**config.mk**
```make
export PLATFORM = sky130hd
export DESIGN_NAME = core_msg_dispatch
export DESIGN_NICKNAME = d
export VERILOG_FILES = /design/src/rtl/core_msg_pkg.sv /design/src/rtl/core_id_match.sv /design/src/rtl/send_decode.sv /design/src/rtl/byte_keep_merge.sv /design/src/rtl/core_msg_dispatch.sv
export SDC_FILE = /design/constraint.sdc
export NUM_CORES = 1
export LEC_CHECK = 0
export BUFFER_PORTS_ARGS = -buffer_cell sky130_fd_sc_hd__buf_2
export CORE_MARGIN = 2
export CORE_UTILIZATION = 35
export CTS_BUF_LIST = sky130_fd_sc_hd__clkbuf_16
export CTS_CLUSTER_SIZE = 14
export DETAILED_ROUTE_END_ITERATION = 16
export GPL_TIMING_DRIVEN = 0
export PLACE_DENSITY_LB_ADDON = 0.2
export SYNTH_ARGS = -nofsm -noshare
export SYNTH_HDL_FRONTEND = slang
export SYNTH_HIERARCHICAL = 1
export SYNTH_SLANG_ARGS = --single-unit
```
**constraint.sdc**
```tcl
create_clock -name clk -period 1.8 [get_ports clk]
set_input_delay 0.18 -clock clk [delete_from_list [all_inputs] [get_ports clk]]
set_output_delay 0.18 -clock clk [all_outputs]
set_load 0.02 [all_outputs]
```
**src/rtl/core_msg_pkg.sv**
```systemverilog
package core_msg_pkg;

  localparam int CMD_W     = 64;
  localparam int PAY_LSB   = 32;
  localparam int PAY_W     = 32;
  localparam int MASK_LSB  = 27;
  localparam int MASK_W    = PAY_W / 8;
  localparam int TGT_LSB   = 16;
  localparam int TGT_W     = 10;
  localparam int VEC_W     = 5;
  localparam int SLOT_MASK = 'h1C;
  localparam int MBOX_OFS  = 'h20;

  typedef enum logic [1:0] {
    KIND_NONE,
    KIND_IRQ,
    KIND_MAIL,
    KIND_ANY
  } send_kind_e;

  typedef enum logic [2:0] {
    ST_IDLE,
    ST_READ,
    ST_WAIT,
    ST_WRITE,
    ST_RESP
  } disp_state_e;

endpackage

```
**src/rtl/core_id_match.sv**
```systemverilog
module core_id_match #(
  parameter int N     = 4,
  parameter int ID_W  = 10,
  parameter int IDX_W = 2
) (
  input  logic [N*ID_W-1:0] ids,
  input  logic [ID_W-1:0]   tgt,
  output logic              hit,
  output logic [IDX_W-1:0]  idx
);

  logic [N-1:0] eq;

  genvar g;
  generate
    for (g = 0; g < N; g++) begin : g_cmp
      assign eq[g] = (ids[g*ID_W +: ID_W] == tgt);
    end
  endgenerate

  // The loop runs from the top down, so the lowest matching index is the one that remains.
  always_comb begin
    idx = '0;
    for (int k = N - 1; k >= 0; k--) begin
      if (eq[k]) idx = IDX_W'(k);
    end
    hit = |eq;
  end

  always_comb begin
    if (hit) begin
      assert_idx_matches_R1: assert (ids[idx*ID_W +: ID_W] == tgt);
    end
  end

endmodule

```
**src/rtl/send_decode.sv**
```systemverilog
module send_decode
  import core_msg_pkg::*;
#(
  parameter int          OFF_W     = 12,
  parameter int          ADDR_W    = 16,
  parameter logic [11:0] OFF_IRQ   = 12'h040,
  parameter logic [11:0] OFF_MAIL  = 12'h048,
  parameter logic [11:0] OFF_ANY   = 12'h158,
  parameter logic [15:0] MBOX_BASE = 16'h1000,
  parameter logic [15:0] SET_ADDR  = 16'h1008
) (
  input  logic              wide,
  input  logic [OFF_W-1:0]  off,
  input  logic [CMD_W-1:0]  cmd,
  output send_kind_e        kind,
  output logic [TGT_W-1:0]  tgt,
  output logic [ADDR_W-1:0] addr,
  output logic [PAY_W-1:0]  payload,
  output logic [MASK_W-1:0] mask
);

  logic [VEC_W-1:0]  vec;
  logic [ADDR_W-1:0] slot;

  assign vec  = cmd[VEC_W-1:0];
  assign slot = ADDR_W'(cmd[7:0] & 8'(SLOT_MASK));
  assign tgt  = cmd[TGT_LSB +: TGT_W];

  always_comb begin
    kind    = KIND_NONE;
    addr    = '0;
    payload = '0;
    mask    = '0;
    if (!wide && off == OFF_W'(OFF_IRQ)) begin
      kind    = KIND_IRQ;
      addr    = ADDR_W'(SET_ADDR);
      payload = PAY_W'(1) << vec;
    end else if (wide && off == OFF_W'(OFF_MAIL)) begin
      kind    = KIND_MAIL;
      addr    = ADDR_W'(MBOX_BASE) + ADDR_W'(MBOX_OFS) + slot;
      payload = cmd[PAY_LSB +: PAY_W];
      mask    = cmd[MASK_LSB +: MASK_W];
    end else if (wide && off == OFF_W'(OFF_ANY)) begin
      kind    = KIND_ANY;
      addr    = cmd[ADDR_W-1:0];
      payload = cmd[PAY_LSB +: PAY_W];
      mask    = cmd[MASK_LSB +: MASK_W];
    end
  end

endmodule

```
**src/rtl/byte_keep_merge.sv**
```systemverilog
module byte_keep_merge #(
  parameter int BYTES = 4
) (
  input  logic [BYTES*8-1:0] cur,
  input  logic [BYTES*8-1:0] pay,
  input  logic [BYTES-1:0]   keep,
  output logic [BYTES*8-1:0] merged
);

  genvar b;
  generate
    for (b = 0; b < BYTES; b++) begin : g_lane
      assign merged[b*8 +: 8] = keep[b] ? cur[b*8 +: 8] : pay[b*8 +: 8];
    end
  endgenerate

endmodule

```
**src/rtl/core_msg_dispatch.sv**
```systemverilog
module core_msg_dispatch
  import core_msg_pkg::*;
#(
  parameter int          N         = 4,
  parameter int          OFF_W     = 12,
  parameter int          ADDR_W    = 16,
  parameter logic [11:0] OFF_IRQ   = 12'h040,
  parameter logic [11:0] OFF_MAIL  = 12'h048,
  parameter logic [11:0] OFF_ANY   = 12'h158,
  parameter logic [15:0] MBOX_BASE = 16'h1000,
  parameter logic [15:0] SET_ADDR  = 16'h1008,
  localparam int         IDX_W     = (N > 1) ? $clog2(N) : 1
) (
  input  logic                clk,
  input  logic                rst_n,
  input  logic [N*TGT_W-1:0]  core_ids,
  input  logic                cmd_valid,
  output logic                cmd_ready,
  input  logic                cmd_wide,
  input  logic [OFF_W-1:0]    cmd_off,
  input  logic [CMD_W-1:0]    cmd_data,
  output logic                rd_req,
  output logic [IDX_W-1:0]    rd_core,
  output logic [ADDR_W-1:0]   rd_addr,
  input  logic                rd_data_valid,
  input  logic [PAY_W-1:0]    rd_data,
  output logic                wr_req,
  output logic [IDX_W-1:0]    wr_core,
  output logic [ADDR_W-1:0]   wr_addr,
  output logic [PAY_W-1:0]    wr_data,
  output logic                rsp_valid,
  output logic                rsp_err
);

  // decode and lookup
  send_kind_e        dec_kind;
  logic [TGT_W-1:0]  dec_tgt;
  logic [ADDR_W-1:0] dec_addr;
  logic [PAY_W-1:0]  dec_pay;
  logic [MASK_W-1:0] dec_mask;
  logic              id_hit;
  logic [IDX_W-1:0]  id_idx;

  send_decode #(
    .OFF_W(OFF_W), .ADDR_W(ADDR_W), .OFF_IRQ(OFF_IRQ), .OFF_MAIL(OFF_MAIL),
    .OFF_ANY(OFF_ANY), .MBOX_BASE(MBOX_BASE), .SET_ADDR(SET_ADDR)
  ) u_dec (
    .wide(cmd_wide), .off(cmd_off), .cmd(cmd_data), .kind(dec_kind),
    .tgt(dec_tgt), .addr(dec_addr), .payload(dec_pay), .mask(dec_mask)
  );

  core_id_match #(.N(N), .ID_W(TGT_W), .IDX_W(IDX_W)) u_match (
    .ids(core_ids), .tgt(dec_tgt), .hit(id_hit), .idx(id_idx)
  );

  // state
  disp_state_e       state_q, state_d;
  send_kind_e        kind_q, kind_d;
  logic [ADDR_W-1:0] addr_q, addr_d;
  logic [PAY_W-1:0]  data_q, data_d;
  logic [MASK_W-1:0] mask_q, mask_d;
  logic [IDX_W-1:0]  core_q, core_d;
  logic              err_q, err_d;
  logic              accept, capture, load_en;
  logic [PAY_W-1:0]  merged;

  byte_keep_merge #(.BYTES(MASK_W)) u_merge (
    .cur(rd_data), .pay(data_q), .keep(mask_q), .merged(merged)
  );

  assign accept  = (state_q == ST_IDLE) && cmd_valid;
  assign capture = (state_q == ST_WAIT) && rd_data_valid;
  assign load_en = accept || capture;

  always_comb begin
    state_d = state_q;
    kind_d  = kind_q;
    addr_d  = addr_q;
    data_d  = data_q;
    mask_d  = mask_q;
    core_d  = core_q;
    err_d   = err_q;
    unique case (state_q)
      ST_IDLE: begin
        if (cmd_valid) begin
          kind_d = dec_kind;
          addr_d = dec_addr;
          data_d = dec_pay;
          mask_d = dec_mask;
          core_d = id_idx;
          err_d  = (dec_kind != KIND_NONE) && !id_hit;
          if (dec_kind == KIND_NONE || !id_hit) state_d = ST_RESP;
          else if (dec_mask != '0)               state_d = ST_READ;
          else                                   state_d = ST_WRITE;
        end
      end
      ST_READ:  state_d = ST_WAIT;
      ST_WAIT: begin
        if (rd_data_valid) begin
          data_d  = merged;
          state_d = ST_WRITE;
        end
      end
      ST_WRITE: state_d = ST_IDLE;
      ST_RESP:  state_d = ST_IDLE;
      default:  state_d = ST_IDLE;
    endcase
  end

  always_ff @(posedge clk or negedge rst_n) begin
    if (!rst_n) state_q <= ST_IDLE;
    else        state_q <= state_d;
  end

  always_ff @(posedge clk or negedge rst_n) begin
    if (!rst_n) begin
      kind_q <= KIND_NONE;
      addr_q <= '0;
      data_q <= '0;
      mask_q <= '0;
      core_q <= '0;
      err_q  <= 1'b0;
    end else if (load_en) begin
      kind_q <= kind_d;
      addr_q <= addr_d;
      data_q <= data_d;
      mask_q <= mask_d;
      core_q <= core_d;
      err_q  <= err_d;
    end
  end

  assign cmd_ready = (state_q == ST_IDLE);
  assign rd_req    = (state_q == ST_READ);
  assign rd_core   = core_q;
  assign rd_addr   = addr_q;
  assign wr_req    = (state_q == ST_WRITE);
  assign wr_core   = core_q;
  assign wr_addr   = addr_q;
  assign wr_data   = data_q;
  assign rsp_valid = (state_q == ST_WRITE) || (state_q == ST_RESP);
  assign rsp_err   = rsp_valid && err_q;

  // checks
  assert_err_no_write_R3: assert property (@(posedge clk) disable iff (!rst_n)
    rsp_err |-> !wr_req && !rd_req);

  assert_irq_onehot_R2: assert property (@(posedge clk) disable iff (!rst_n)
    (wr_req && kind_q == KIND_IRQ) |-> $onehot(wr_data));

  assert_read_single_R9: assert property (@(posedge clk) disable iff (!rst_n)
    rd_req |=> !rd_req && !cmd_ready && !wr_req);

  assert_read_only_masked_R7: assert property (@(posedge clk) disable iff (!rst_n)
    rd_req |-> (mask_q != '0));

  assert_write_has_rsp_R10: assert property (@(posedge clk) disable iff (!rst_n)
    wr_req |-> rsp_valid && !cmd_ready);

  assert_rsp_single_R10: assert property (@(posedge clk) disable iff (!rst_n)
    rsp_valid |=> !rsp_valid);

  assert_ignored_quiet_R8: assert property (@(posedge clk) disable iff (!rst_n)
    (rsp_valid && kind_q == KIND_NONE) |-> !wr_req && !rsp_err);

endmodule

```
==> Flow_metrics.wiki <==
{| class="wikitable"
! Metric !! Value
|-
| Cell at the root of the clock tree || clkbuf_16
|-
| N_diodes || 0
|-
| Least-Margin Pin Slew || 0.786 ns
|-
| Mean number of vias per cell || 4.93
|-
| TritonCTS clock tree || done
|-
| Sequential group share of total power || 34.4%
|-
| Worst hold path endpoint || state_q[2]$_DFFE_PN0P_
|-
| Post-DP HPWL || 11500 um
|-
| Starting DRT DRC Count || 165
|-
| Fin crit period || 1.73 ns
|-
| Placed cell count || 835
|-
| Die width || 121 um
|-
| Overall fraction of global-route tracks in use || 19.1%
|-
| Share of synthesized registers carrying an async set or reset || 100%
|-
| Internal || 2900 uW
|-
| Finish-stage setup viols || 0
|-
| Overall overflow remaining after global route || 0
|-
| Cell type contributing the most total cell area after synthesis || dfrtp_1
|-
| Crit-path max FO || 9
|-
| Final routed wirelength across all metal layers || 14300 um
|-
| # rows || 42
|-
| Maximum clock skew at final layout || 0.00728 ns
|-
| Core area || 13300 um2
|-
| Number of global-route vias before repair || 4268
|-
| Clock insertion delay at the later pin of the skew report || 0.33 ns
|-
| Critical Path End Type || output pin
|-
| Largest voltage drop on the vdd net || 0.450 mV
|-
| Largest net degree at the start of global routing || 59
|-
| CTS clk-pin slew, worst paths || 0.05 ns
|-
| Buffer levels on the longest clock path || 2
|-
| RSZ-0062 raised after global routing || false
|-
| Gp weighted congestion || 0.943
|-
| Count of boundary I/O pins || 226
|-
| Synthesized Nets || 599
|-
| Number of maximum-capacitance constraint violations || 0
|-
| Share of the synthesized area in the top cell type || 30.2%
|-
| Crit start category || flop
|-
| Share of post-route cells with drive strength above 1 || 61.7%
|-
| FF+latch count, synth || 58
|-
| Cell area after technology mapping || 4800 um2
|-
| Synthesized area per cell || 10.8 um2
|-
| Endpoint of the lowest-slack register-to-register path || wr_data[3]$_DFFE_PN0P_
|-
| Leading cell types by total area after synthesis || dfrtp_1, mux2_2, mux2_4
|-
| Most frequent standard cell in the layout excluding fill and tap cells || buf_2
|-
| Starting utilization of the core area || 36.1%
|-
| Number of enable-type register cells in the synthesized netlist || 0
|-
| Crit Path Category || reg2out
|-
| Count of endpoints failing hold in the final timing report || 0
|-
| Path depth of the worst reg2reg path || 5
|-
| Sequential element share of the synthesized area || 30.2%
|-
| Highest Clock Rate || 0.578 GHz
|-
| H-tree depth || 3
|-
| Total via count in the routed design || 4234
|-
| Class of the tightest hold or removal check || in2reg
|-
| Die Footprint || 14700 um2
|-
| Antenna violations before repair || 0
|-
| Floorplan die height || 121 um
|-
| Sinks on Clock Net || 58
|-
| Most frequently used flop master after synthesis || dfrtp_1
|-
| Power consumption || 3800 uW
|-
| Relative max-transition margin || 47.6%
|-
| Average wire per cell in the routed design || 16.6 um
|-
| Nets || 830
|-
| First-pass GRT wire length || 21700 um
|-
| Logic pwr share || 13.9%
|-
| Number of buffers created by CTS || 9
|-
| Pre-Repair DR Iteration Count || 4
|-
| Post-synthesis cell type count || 42
|-
| Static leakage || 0.00343 uW
|-
| Instance count of the mapped netlist || 446
|-
| Pwr dens || 582 nW/um2
|-
| DRC Markers || 0
|-
| Switching power summed over all nets || 899 uW
|-
| Data arrival time of the critical path || 1.55 ns
|-
| Area overhead of the layout relative to synthesis || 36.1%
|-
| Crit Reg-Reg Startpoint || state_q[1]$_DFFE_PN0P_
|-
| Hold path depth || 3
|-
| Total number of yosys warnings || 6
|-
| Non-filler instance count after layout || 858
|-
| Total of buffers placed on input and output ports || 213
|-
| FF-to-FF setup slack || 0.16 ns
|-
| Tcrit/Tclk final || 96.2%
|-
| Leading cell types in the layout, fill and taps excluded || buf_2, mux2_2, dfrtp_1
|-
| Clock group share of total power || 51.7%
|-
| Launch point of the worst hold path || cmd_valid
|-
| Count of nets left with antenna violations after detail routing || 0
|-
| Outcome || finished clean
|-
| Number of max-slew violations in the final report || 0
|-
| Switch share || 23.7%
|-
| Data required time at the worst endpoint || 1.62 ns
|}
-- flip-flops by register name, indices dropped and copies added, names as in the netlist --
name and count:
state_q 3, err_q 1, mask_q 4, wr_data 32, rd_addr 16, rd_core 2
-- cell usage after synthesis (3+ instances only) --
cell type / n
a21oi_1: 4
and2_1: 13
buf_2: 9
buf_4: 30
buf_6: 11
clkbuf_1: 4
dfrtp_1: 58
inv_1: 39
mux2_1: 3
mux2_2: 84
mux2_4: 32
nand2_1: 14
nand3_1: 9
nand4_1: 9
nor2_1: 12
nor2b_1: 4
nor3_1: 9
nor4_1: 3
nor4_2: 4
o32ai_1: 31
xnor2_1: 24
xor2_1: 16
-- layout make-up --
| type | instances | area, um2 |
|---|---|---|
| buffer | 54 | 427 |
| clock buffer | 9 | 225 |
| clock inverter | 7 | 108 |
| fill | 1257 | 6770 |
| inverter | 39 | 146 |
| multi-input combinational | 295 | 2830 |
| sequential | 58 | 1450 |
| tap | 176 | 220 |
| timing repair buffer | 220 | 1130 |
-- routing by layer --
layer	wire, um	up-vias	track usage, %
li1	-	2035	-
met1	6330	2018	24.7
met2	6860	156	32.6
met3	849	25	3.48
met4	245	0	5.16
met5	0	-	0
-- through the flow --
stage / TNS, ns / area (um2) / worst slack (ns) / utilization (%) / hold slack, ns
floorplan: 0 / 4800 / 0.156 / - / -0.116
global placement: -8.54 / 6080 / -0.340 / 45.8 / 0.493
detailed placement: -8.49 / 6090 / -0.344 / 45.8 / 0.331
CTS: 0 / 6470 / 0.00952 / 48.6 / 0.166
global route: 0 / 6530 / 0.00119 / 49.1 / 0.196
finish: 0 / 6530 / 0.0692 / 49.1 / 0.185
-- what timing repair did --
| action | in CTS | in global routing |
|---|---|---|
| gates resized for setup | 5 | 9 |
| endpoints found under the setup margin | 3 | 53 |
| hold buffers | 1 | 0 |
| pin swaps | 0 | 2 |
| endpoints found under the hold margin | 52 | 0 |
| buffers inserted | 3 | 3 |
-- power by group through the flow --
stage	sequential [uW]	clock, uW	combinational [uW]
finish	1310	1960	528
floorplan	1330	0	254
global placement	1330	0	512
global route	1310	2070	577
CTS	1310	2010	528
detailed placement	1330	0	524
-- worst max-delay path, stage by stage (launching register included) --
cell,delay (ns)
dfrtp_1,0.32
buf_2,0.23
and3b_1,0.22
a21o_1,0.16
and2_1,0.15
buf_4,0.15
-- logic make-up after synthesis --
group / share of synthesized area, %
muxes: 30.4
DFF: 30.2
xor gates and xnor gates: 7.30
buffers and inverters: 11.6
and+or+nand+nor: 12.0
AOI/OAI and AO/OA: 8.45
-- how the worst max path moves through the flow --
stage	from	endpoint	slack, ns	cells past startpoint
2_1_floorplan	cmd_off[8]	wr_data[21]$_DFFE_PN0P_	0.16	6
3_3_place_gp	cmd_off[8]	wr_data[12]$_DFFE_PN0P_	-0.34	7
3_5_place_dp	cmd_off[8]	wr_data[11]$_DFFE_PN0P_	-0.34	7
4_1_cts	state_q[1]$_DFFE_PN0P_	wr_data[3]$_DFFE_PN0P_	0.01	4
5_1_grt	state_q[2]$_DFFE_PN0P_	rsp_err	0.001	5
6_report	state_q[2]$_DFFE_PN0P_	rsp_err	0.07	5
Power figures use the tool's default switching activity.
